### src/rtl/cal_pkg.sv
package cal_pkg;
  localparam int DIGIT_W    = 4;
  localparam int FIELD_W    = 2 * DIGIT_W;
  localparam int NUM_FIELDS = 6;

  // Field indices, lowest (first in the carry chain) first
  localparam int F_SEC  = 0;
  localparam int F_MIN  = 1;
  localparam int F_HOUR = 2;
  localparam int F_DAY  = 3;
  localparam int F_MON  = 4;
  localparam int F_YEAR = 5;

  typedef logic [FIELD_W-1:0] bcd2_t;

  // First value of a field, also its reset value
  function automatic bcd2_t field_base(input int idx);
    return (idx == F_DAY || idx == F_MON) ? bcd2_t'(8'h01) : bcd2_t'(8'h00);
  endfunction

  // Terminal value of the fixed-limit fields (the day limit is computed)
  function automatic bcd2_t field_limit(input int idx);
    case (idx)
      F_SEC, F_MIN: return bcd2_t'(8'h59);
      F_HOUR:       return bcd2_t'(8'h23);
      F_MON:        return bcd2_t'(8'h12);
      default:      return bcd2_t'(8'h99);
    endcase
  endfunction

  // Two-digit BCD increment
  function automatic bcd2_t bcd_inc(input bcd2_t v);
    logic [DIGIT_W-1:0] lo, hi;
    lo = v[DIGIT_W-1:0];
    hi = v[FIELD_W-1:DIGIT_W];
    if (lo == DIGIT_W'(9)) return {hi + DIGIT_W'(1), DIGIT_W'(0)};
    else                   return {hi, lo + DIGIT_W'(1)};
  endfunction

  // A BCD year is a multiple of four when (10*tens + units) mod 4 == 0
  function automatic logic is_leap(input bcd2_t y);
    logic [DIGIT_W-1:0] lo;
    lo = y[DIGIT_W-1:0];
    if (y[DIGIT_W] == 1'b0)
      return (lo == DIGIT_W'(0)) || (lo == DIGIT_W'(4)) || (lo == DIGIT_W'(8));
    else
      return (lo == DIGIT_W'(2)) || (lo == DIGIT_W'(6));
  endfunction
endpackage

### src/rtl/cal_day_limit.sv
module cal_day_limit
  import cal_pkg::*;
(
  input  logic  clk,
  input  logic  rst,
  input  bcd2_t mon_i,
  input  bcd2_t year_i,
  output bcd2_t last_o
);
  logic leap;
  assign leap = is_leap(year_i);

  always_comb begin
    case (mon_i)
      8'h02:                      last_o = leap ? bcd2_t'(8'h29) : bcd2_t'(8'h28);
      8'h04, 8'h06, 8'h09, 8'h11: last_o = bcd2_t'(8'h30);
      default:                    last_o = bcd2_t'(8'h31);
    endcase
  end

  AST_FEB_LIMIT: assert property (@(posedge clk) disable iff (rst)
    (mon_i == 8'h02) |-> (last_o == 8'h28 || last_o == 8'h29));
  AST_SHORT_MONTH: assert property (@(posedge clk) disable iff (rst)
    (mon_i == 8'h04 || mon_i == 8'h06 || mon_i == 8'h09 || mon_i == 8'h11)
      |-> (last_o == 8'h30));
endmodule

### src/rtl/cal_field.sv
module cal_field
  import cal_pkg::*;
#(
  parameter bcd2_t BASE = '0
)(
  input  logic  clk,
  input  logic  rst,
  input  logic  load_i,
  input  bcd2_t ld_val_i,
  input  logic  inc_i,
  input  bcd2_t limit_i,
  output bcd2_t q_o,
  output logic  at_end_o
);
  bcd2_t q;

  // At or beyond the terminal value: wraps on the next increment
  assign at_end_o = (q >= limit_i);
  assign q_o      = q;

  always_ff @(posedge clk) begin
    if (rst)         q <= BASE;
    else if (load_i) q <= ld_val_i;
    else if (inc_i)  q <= at_end_o ? BASE : bcd_inc(q);
  end

  AST_WRAP_TO_BASE: assert property (@(posedge clk) disable iff (rst)
    (inc_i && !load_i && at_end_o) |=> (q == BASE));
  AST_HOLD_IDLE: assert property (@(posedge clk) disable iff (rst)
    (!inc_i && !load_i) |=> $stable(q));
  AST_LOAD_TAKES: assert property (@(posedge clk) disable iff (rst)
    load_i |=> (q == $past(ld_val_i)));
endmodule

### src/rtl/cal_bcd_counter.sv
module cal_bcd_counter
  import cal_pkg::*;
(
  input  logic       clk,
  input  logic       rst,
  input  logic       tick_i,
  input  logic       load_i,
  input  logic [7:0] ld_sec_i,
  input  logic [7:0] ld_min_i,
  input  logic [7:0] ld_hour_i,
  input  logic [7:0] ld_day_i,
  input  logic [7:0] ld_mon_i,
  input  logic [7:0] ld_year_i,
  output logic [7:0] sec_o,
  output logic [7:0] min_o,
  output logic [7:0] hour_o,
  output logic [7:0] day_o,
  output logic [7:0] mon_o,
  output logic [7:0] year_o
);
  bcd2_t [NUM_FIELDS-1:0] ld_vec;
  bcd2_t [NUM_FIELDS-1:0] q_vec;
  logic  [NUM_FIELDS-1:0] at_end;
  logic  [NUM_FIELDS-1:0] inc;
  bcd2_t                  day_last;

  assign ld_vec[F_SEC]  = ld_sec_i;
  assign ld_vec[F_MIN]  = ld_min_i;
  assign ld_vec[F_HOUR] = ld_hour_i;
  assign ld_vec[F_DAY]  = ld_day_i;
  assign ld_vec[F_MON]  = ld_mon_i;
  assign ld_vec[F_YEAR] = ld_year_i;

  // Carry chain, settled within the tick cycle
  assign inc[0] = tick_i & ~load_i;

  cal_day_limit u_day_limit (
    .clk    (clk),
    .rst    (rst),
    .mon_i  (q_vec[F_MON]),
    .year_i (q_vec[F_YEAR]),
    .last_o (day_last)
  );

  for (genvar g = 0; g < NUM_FIELDS; g++) begin : g_field
    bcd2_t limit;
    if (g == F_DAY) begin : g_dyn
      assign limit = day_last;
    end else begin : g_fix
      assign limit = field_limit(g);
    end
    if (g > 0) begin : g_carry
      assign inc[g] = inc[g-1] & at_end[g-1];
    end
    cal_field #(.BASE(field_base(g))) u_field (
      .clk      (clk),
      .rst      (rst),
      .load_i   (load_i),
      .ld_val_i (ld_vec[g]),
      .inc_i    (inc[g]),
      .limit_i  (limit),
      .q_o      (q_vec[g]),
      .at_end_o (at_end[g])
    );
  end

  assign sec_o  = q_vec[F_SEC];
  assign min_o  = q_vec[F_MIN];
  assign hour_o = q_vec[F_HOUR];
  assign day_o  = q_vec[F_DAY];
  assign mon_o  = q_vec[F_MON];
  assign year_o = q_vec[F_YEAR];

  AST_MIN_ONLY_ON_SEC_WRAP: assert property (@(posedge clk) disable iff (rst)
    (!$past(load_i) && !$stable(min_o)) |-> ($past(tick_i) && $past(sec_o) == 8'h59));
  AST_YEAR_WRAP: assert property (@(posedge clk) disable iff (rst)
    (inc[F_YEAR] && at_end[F_YEAR]) |=> (year_o == 8'h00));
  AST_FULL_ROLL: assert property (@(posedge clk) disable iff (rst)
    (tick_i && !load_i && sec_o == 8'h59 && min_o == 8'h59 && hour_o == 8'h23 &&
     day_o == 8'h31 && mon_o == 8'h12 && year_o == 8'h99)
      |=> (sec_o == 8'h00 && min_o == 8'h00 && hour_o == 8'h00 &&
           day_o == 8'h01 && mon_o == 8'h01 && year_o == 8'h00));
endmodule

### config.mk
export PLATFORM = sky130hd
export DESIGN_NAME = cal_bcd_counter
export DESIGN_NICKNAME = d
export VERILOG_FILES = /design/src/rtl/cal_pkg.sv /design/src/rtl/cal_day_limit.sv /design/src/rtl/cal_field.sv /design/src/rtl/cal_bcd_counter.sv
export SDC_FILE = /design/constraint.sdc
export NUM_CORES = 1
export LEC_CHECK = 0
export ABC_CLOCK_PERIOD_IN_PS = 3730
export BUFFER_PORTS_ARGS = -buffer_cell sky130_fd_sc_hd__buf_2
export CAP_MARGIN = 25
export CORE_ASPECT_RATIO = 1.2
export CORE_MARGIN = 2
export CORE_UTILIZATION = 53
export CTS_CLUSTER_SIZE = 12
export DETAILED_ROUTE_END_ITERATION = 8
export GPL_TIMING_DRIVEN = 0
export PLACE_DENSITY = 0.81
export SLEW_MARGIN = 0
export SYNTH_ARGS = -nofsm -noshare
export SYNTH_HDL_FRONTEND = slang
export SYNTH_SLANG_ARGS = --single-unit
### constraint.sdc
create_clock -name clk -period 3.73 [get_ports clk]
set_clock_uncertainty 0.2 [all_clocks]
set_input_delay 0.1865 -clock clk [delete_from_list [all_inputs] [get_ports clk]]
set_output_delay 0.1865 -clock clk [all_outputs]
set_load 0.05 [all_outputs]
== Yosys cells after proc, flatten, opt, wreduce, memory -nomap -nowiden ==
Cells that the tools add are included.

* RAM bits: 0
* Memories kept: 0
* Register bits after elaboration: 48
* Bits in read-only memories: 0
* Bits in latches: 0
* Output and inout port bits: 48
* Bits of input ports: 52
* Word-level logic and storage cells: 102

* Div/mod/pow operators: 0
* Multiply operators: 0
* Order comparisons: 6
* Reductions and logical operators: 23
* Multiplexer cells: 27
* $add $sub $neg: 12
* Bitwise gates (word level): 7
* Shift operators: 0
* Equal/unequal tests: 15

{| class="wikitable"
|+ Operators with widths
! cell !! number
|-
| $mux W8 || 24
|-
| $add A4 B1 Y4 const B || 12
|-
| $eq A4 B4 Y1 const B || 7
|-
| $reduce_bool A3 Y1 || 6
|-
| $eq A8 B3 Y1 const B || 2
|-
| $ge A8 B7 Y1 const B || 2
|-
| $pmux W8 S2 || 1
|-
| $reduce_and A2 Y1 || 6
|-
| $reduce_bool A2 Y1 || 6
|-
| $eq A4 B3 Y1 const B || 2
|-
| $eq A8 B2 Y1 const B || 1
|-
| $eq A8 B4 Y1 const B || 1
|-
| $eq A8 B5 Y1 const B || 1
|-
| $ge A8 B5 Y1 const B || 1
|-
| $ge A8 B6 Y1 const B || 1
|-
| $ge A8 B8 Y1 || 1
|-
| $ge A8 B8 Y1 const B || 1
|-
| $and A1 B1 Y1 || 6
|-
| $eq A4 B2 Y1 const B || 1
|-
| $logic_not A4 Y1 || 1
|-
| $reduce_or A4 Y1 || 1
|-
| $logic_or A1 B1 Y1 || 3
|-
| $mux W1 || 2
|-
| $not A1 Y1 || 1
|}

== Logic depth before layout (Yosys ltp) ==
* Word-level depth: 11
* Depth in mapped cells: 14
* Mapped depth without buffers: 13

== Cells and area by module ==
A second synthesis with hierarchy kept.

* Cell total of the unflattened synthesis: 624
* Area, all modules: 4902.2 um2

{| class="wikitable"
|+ By module, submodules not included
! module !! area each (um2) !! seq. area each (um2) !! times used !! cells each
|-
| cal_field at g_field[0].u_field ... || 774.5 || 160.2 || 4 || 97
|-
| cal_field at g_field[3].u_field ... || 802.0 || 160.2 || 2 || 104
|-
| cal_day_limit || 142.6 || 0.0 || 1 || 20
|-
| cal_bcd_counter || 57.6 || 0.0 || 1 || 8
|}

== Worst setup path after synthesis ==
OpenSTA, ideal clock, no wires.

* Kind: flip-flop to flip-flop
* Start point: reg g_field[4].u_field.q[4]
* End point: reg g_field[4].u_field.q[0]
* Data arrival time: 3.077 ns
* Stages on the path, launching flop included: 15
* Period minus slack after synthesis: 3.392 ns
* Path buffers: 1
* Path slack: 0.338 ns
* Data required time: 3.414 ns
* Setup time: 0.116 ns
* Path through: dfxtp_1 inv_1 ha_1 nand2_1 nor2_1 a31oi_1 o21ai_0 a21oi_1 ha_1 nor4b_2 o221ai_4 and4_4 buf_6 or3_1 a31o_1

* Longest elaborated chain between the ends: 6
* Elaborated cells on any way between the ends: 14
* Classes of those cells: order compare (2); eq/ne (5); mux (4); bitwise (1); reduce/logical (2)

{| class="wikitable"
|+ RTL lines
! what !! RTL line !! RTL
|-
| from (decl) || cal_field.sv:15 || <nowiki>bcd2_t q;</nowiki>
|-
| from (signal assigned) || cal_field.sv:23 || <nowiki>else if (load_i) q <= ld_val_i;</nowiki>
|-
| from (signal assigned) || cal_field.sv:24 || <nowiki>else if (inc_i) q <= at_end_o ? BASE : bcd_inc(q);</nowiki>
|-
| $eq A8 B3 Y1 (tied with other cells) || cal_day_limit.sv:14 || <nowiki>case (mon_i)</nowiki>
|-
| $reduce_or A4 Y1 || cal_day_limit.sv:14 ||
|-
| $pmux W8 S2 || cal_day_limit.sv:14 ||
|-
| $ge A8 B8 Y1 || cal_field.sv:18 || <nowiki>assign at_end_o = (q >= limit_i);</nowiki>
|-
| $and A1 B1 Y1 || cal_bcd_counter.sv:53 || <nowiki>assign inc[g] = inc[g-1] & at_end[g-1];</nowiki>
|-
| $reduce_bool A2 Y1 (no line) || - ||
|}

Several ways; a longest one is shown, not always the timed one. The select of a mux whose other input is x is not followed.
A chain may end at the register's enable or synchronous reset.

== Worst setup path in the final report ==
* Start point: reg g_field[4].u_field.q[3]
* End point: reg g_field[4].u_field.q[0]

Same word-level chain as after synthesis.

==> results.md <==
* Nets@finish at roughly 630
* Antenna cell count at 0
* CTS tree: yes
* Status: finished clean
* CP peak stage delay at between 0.3 and 0.4 ns
* Area growth from synthesis to layout at 29.00%
* CP Max Fanout at 10
* Startpoint Class: flip-flop
* PortBufs at 96
* Largest net degree at the start of global routing at 16
* Util after Layout at between 60 and 70%
* Mapped Cells at ~430
* Final ANT Viol Nets at 0
* Post-DR wirelength/cell at 17.72 um
* Clock tree sinks at 48
* CP Data Required Time at around 3.7 ns
* Final WL at 11.45 mm
* Post-synth cell types at 75
* Mean Syn Cell Area at roughly 8 sq um
* Grt met3 use at around 4.6%
* Post-synth design cell area at about 3400 sq um
* Post-route DRC at 0
* HP Class: input port to flip-flop
* Number of synthesized flops with an enable pin at 0
* Vias in the first global route at around 3900
* Final min period at approximately 3.5 ns
* Register area share after synthesis at 28.05%
* CTS max path bufs at 2
* Final Max Slew Viols at 0
* Final-report hold violation count at 0
* Gpl congestion at 0.9614
* Post-DP HPWL at about 7.9 mm
* Starting density of the core at approximately 54%
* WP buf/inv at 2
* Setup TNS at 0 ns
* Crit path capture type: flip-flop
* Setup-failing EPs final at 0
* Fin crit share at between 90% and 100%
* DRT Pass-1 Iters at 7
* Worst slew pin tran at 0.8468 ns
* Yosys reg bits at 48
* Grt total ovfl at 0
* Clk_lat worst skew at approximately 0.31 ns
* Drt via density at roughly 6.3
* Max FFs per register at 48
* H-tree depth at 2
* Reg clk slew, reported paths at ~0.1 ns
* Root Buffer: clkbuf_8
* Slew headroom at between 40% and 50%
* M2 GR Usage at around 57%
* Std cell rows at 32
* First-pass GRT wire length at roughly 18 mm
* RSZ-0062 raised after global routing: no
* Fraction of final layout cells with drive strength greater than 1 at between 20 and 25%
* Worst slack at placement at 0.2163 ns
* Sequential cell area at ~960 sq um
* Die area at between 7000 and 8000 sq um
* Total Routing Usage GR at between 30% and 40%
* Leak Pwr at between 1.5 and 2 nW
* Initial antenna violation count at 0
* DRT iter0 DRCs at around 340
* Dominant synthesized flop cell: dfxtp_1
* Fillers at between 500 and 600
* Maximum vdd drop at between 0.2 and 0.3 mV
* Worst Path Class, Setup: flip-flop to flip-flop
* Core Area at between 6000 and 7000 sq um
* Yosys warning total at 0
* Top Family by Delay on Critical Path: simple AND/OR/NAND/NOR gates
* TritonCTS Buffers at 5
* Synth Net Count at approximately 500
* Ys async rst share at 0%
* Most Used Layer, Global Route: met2
* Slowest cell on crit path: nor4b_2
* Post-CTS Setup Bufs at 0
* DR vias at ~4100
* Max-cap viol count at 0
* PD cells at around 330 nW/um^2
* Multi-input logic area at approximately 2200 sq um
* I/O pins at 100
* Most common cell type on the critical path: a21oi_1
* Die width at about 77 um
* Met1 Resource Use GR at between 30% and 40%
* Setup WS post-layout at 0.2206 ns
* Worst endpoint data arrival time at around 3.5 ns
* F_max at around 280 MHz
* Die Height at between 90 and 100 um
* Critical path, cell by cell: clkbuf_1 -> nor4_1 -> nand4b_1 -> a21oi_1 -> a21oi_1 -> ha_1 -> nor4b_2 -> o221ai_4 -> and4_4 -> buf_6 -> or3_1 -> a31o_1
-- what timing repair did --
action                     in CTS  in global routing
gates resized for setup         0                  1
hold endpoints to repair       31                  0
hold buffers                   29                  0
setup endpoints to repair       0                  1
-- layout make-up --
cell class                 instances  share of cell area, %
multi-input combinational        334                  50.51
buffer                            26                  3.681
clock inverter                     3                 0.9626
tap                               85                  2.407
sequential                        48                  21.74
clock buffer                       5                  1.557
timing repair buffer             125                  17.44
inverter                          20                  1.699
-- cell usage in the layout, fill, tap and decap left out, types with 3 or more instances in the layout --
master         count
buf_2             97
dfxtp_1           48
a21oi_1           41
nor2_1            38
nand2_1           38
dlygate4sd3_1     29
o21ai_0           22
nand3_1           22
inv_1             20
ha_1              19
clkbuf_1          16
a211oi_1          12
a31oi_1            9
clkbuf_8           8
nor3_1             8
a22oi_1            8
nor4_1             7
o211ai_1           6
a311oi_1           5
buf_6              4
nand4_1            4
or3_1              4
a221oi_1           4
or4_1              4
xnor2_1            4
nor2b_1            4
nand4b_1           3
xor2_1             3
o2111ai_1          3
nand2b_1           3
a32oi_1            3
or2_2              3
mux2i_1            3
nand3b_1           3
o41ai_1            3
-- cells by family after synthesis --
logic type                 Yosys count  synth area share (%)
muxes                                3                0.8766
adders and majority gates           19                 6.939
AOI/OAI and AO/OA                  146                 30.39
DFF                                 48                 28.05
and+or+nand+nor                    159                 25.02
xor gates and xnor gates             7                 1.790
buffers and inverters               46                 6.939
-- path summary, 6_finish.rpt --
| path | startpoint | depth (start not counted) | slack, ns | endpoint |
|---|---|---|---|---|
| hold / removal | ld_year_i[4] | 3 | 0.005 | g_field[5].u_field.q_o[4] |
| setup / recovery | g_field[4].u_field.q_o[3] | 12 | 0.22 | g_field[4].u_field.q_o[0] |
| hold reg to reg | g_field[3].u_field.q_o[7] | 2 | 0.30 | g_field[3].u_field.q_o[7] |
| setup reg to reg | g_field[4].u_field.q_o[3] | 12 | 0.22 | g_field[4].u_field.q_o[0] |
-- worst reg2reg max path: cells and delay by family (launching register included) --
kind / cells / cell delay [ns]
compound gates: 4 / 0.77
fa+ha+maj: 1 / 0.30
buf+inv: 2 / 0.33
flops: 1 / 0.32
simple gates: 5 / 1.50
-- metrics by stage --
step	cells	instance area, sq um	power [mW]	hold WS (ns)
finish	646	4419	1.470	0.005140
global route	646	4419	1.528	0.02611
CTS	646	4414	1.461	0.002151
detailed placement	609	4013	1.053	0.2158
global placement	609	4013	1.042	0.2100
floorplan	428	3426	0.9262	0.1103
-- cell usage after synthesis, types with 3 or more instances --
master,count,area (sq um)
nand3b_1,3,22.52
nand2b_1,3,18.77
xor2_1,3,26.28
nor3_1,9,45.04
o211ai_1,6,45.04
clkbuf_8,3,41.29
dfxtp_1,48,960.9
ha_1,19,237.7
clkbuf_1,16,60.06
nand2_1,38,142.6
nand4b_1,3,26.28
mux2i_1,3,30.03
buf_6,4,45.04
a31oi_1,9,56.30
nor2_1,38,142.6
a311oi_1,5,43.79
nor2b_1,4,25.02
nand4_1,4,25.02
nand3_1,22,110.1
or3_1,4,25.02
nor4_1,7,43.79
a21oi_1,41,205.2
xnor2_1,4,35.03
inv_1,20,75.07
or4_1,4,30.03
o2111ai_1,3,26.28
a211oi_1,12,90.09
or2_2,3,18.77
o41ai_1,3,26.28
a221oi_1,4,35.03
a22oi_1,8,60.06
a32oi_1,3,26.28
o21ai_0,22,110.1
-- routing by layer --
layer,vias to the layer above,part of all wire (%)
li1,1889,-
met4,0,2.8
met5,-,0
met1,1928,39
met2,230,50
met3,32,8.0
-- where the power goes --
part	internal (mW)	total (mW)	switching, mW
Sequential	0.547	0.597	0.0504
Combinational	0.164	0.480	0.316
Clock	0.199	0.393	0.194
Total	0.910	1.47	0.560
No activity file was read; power rests on OpenSTA's default activity.
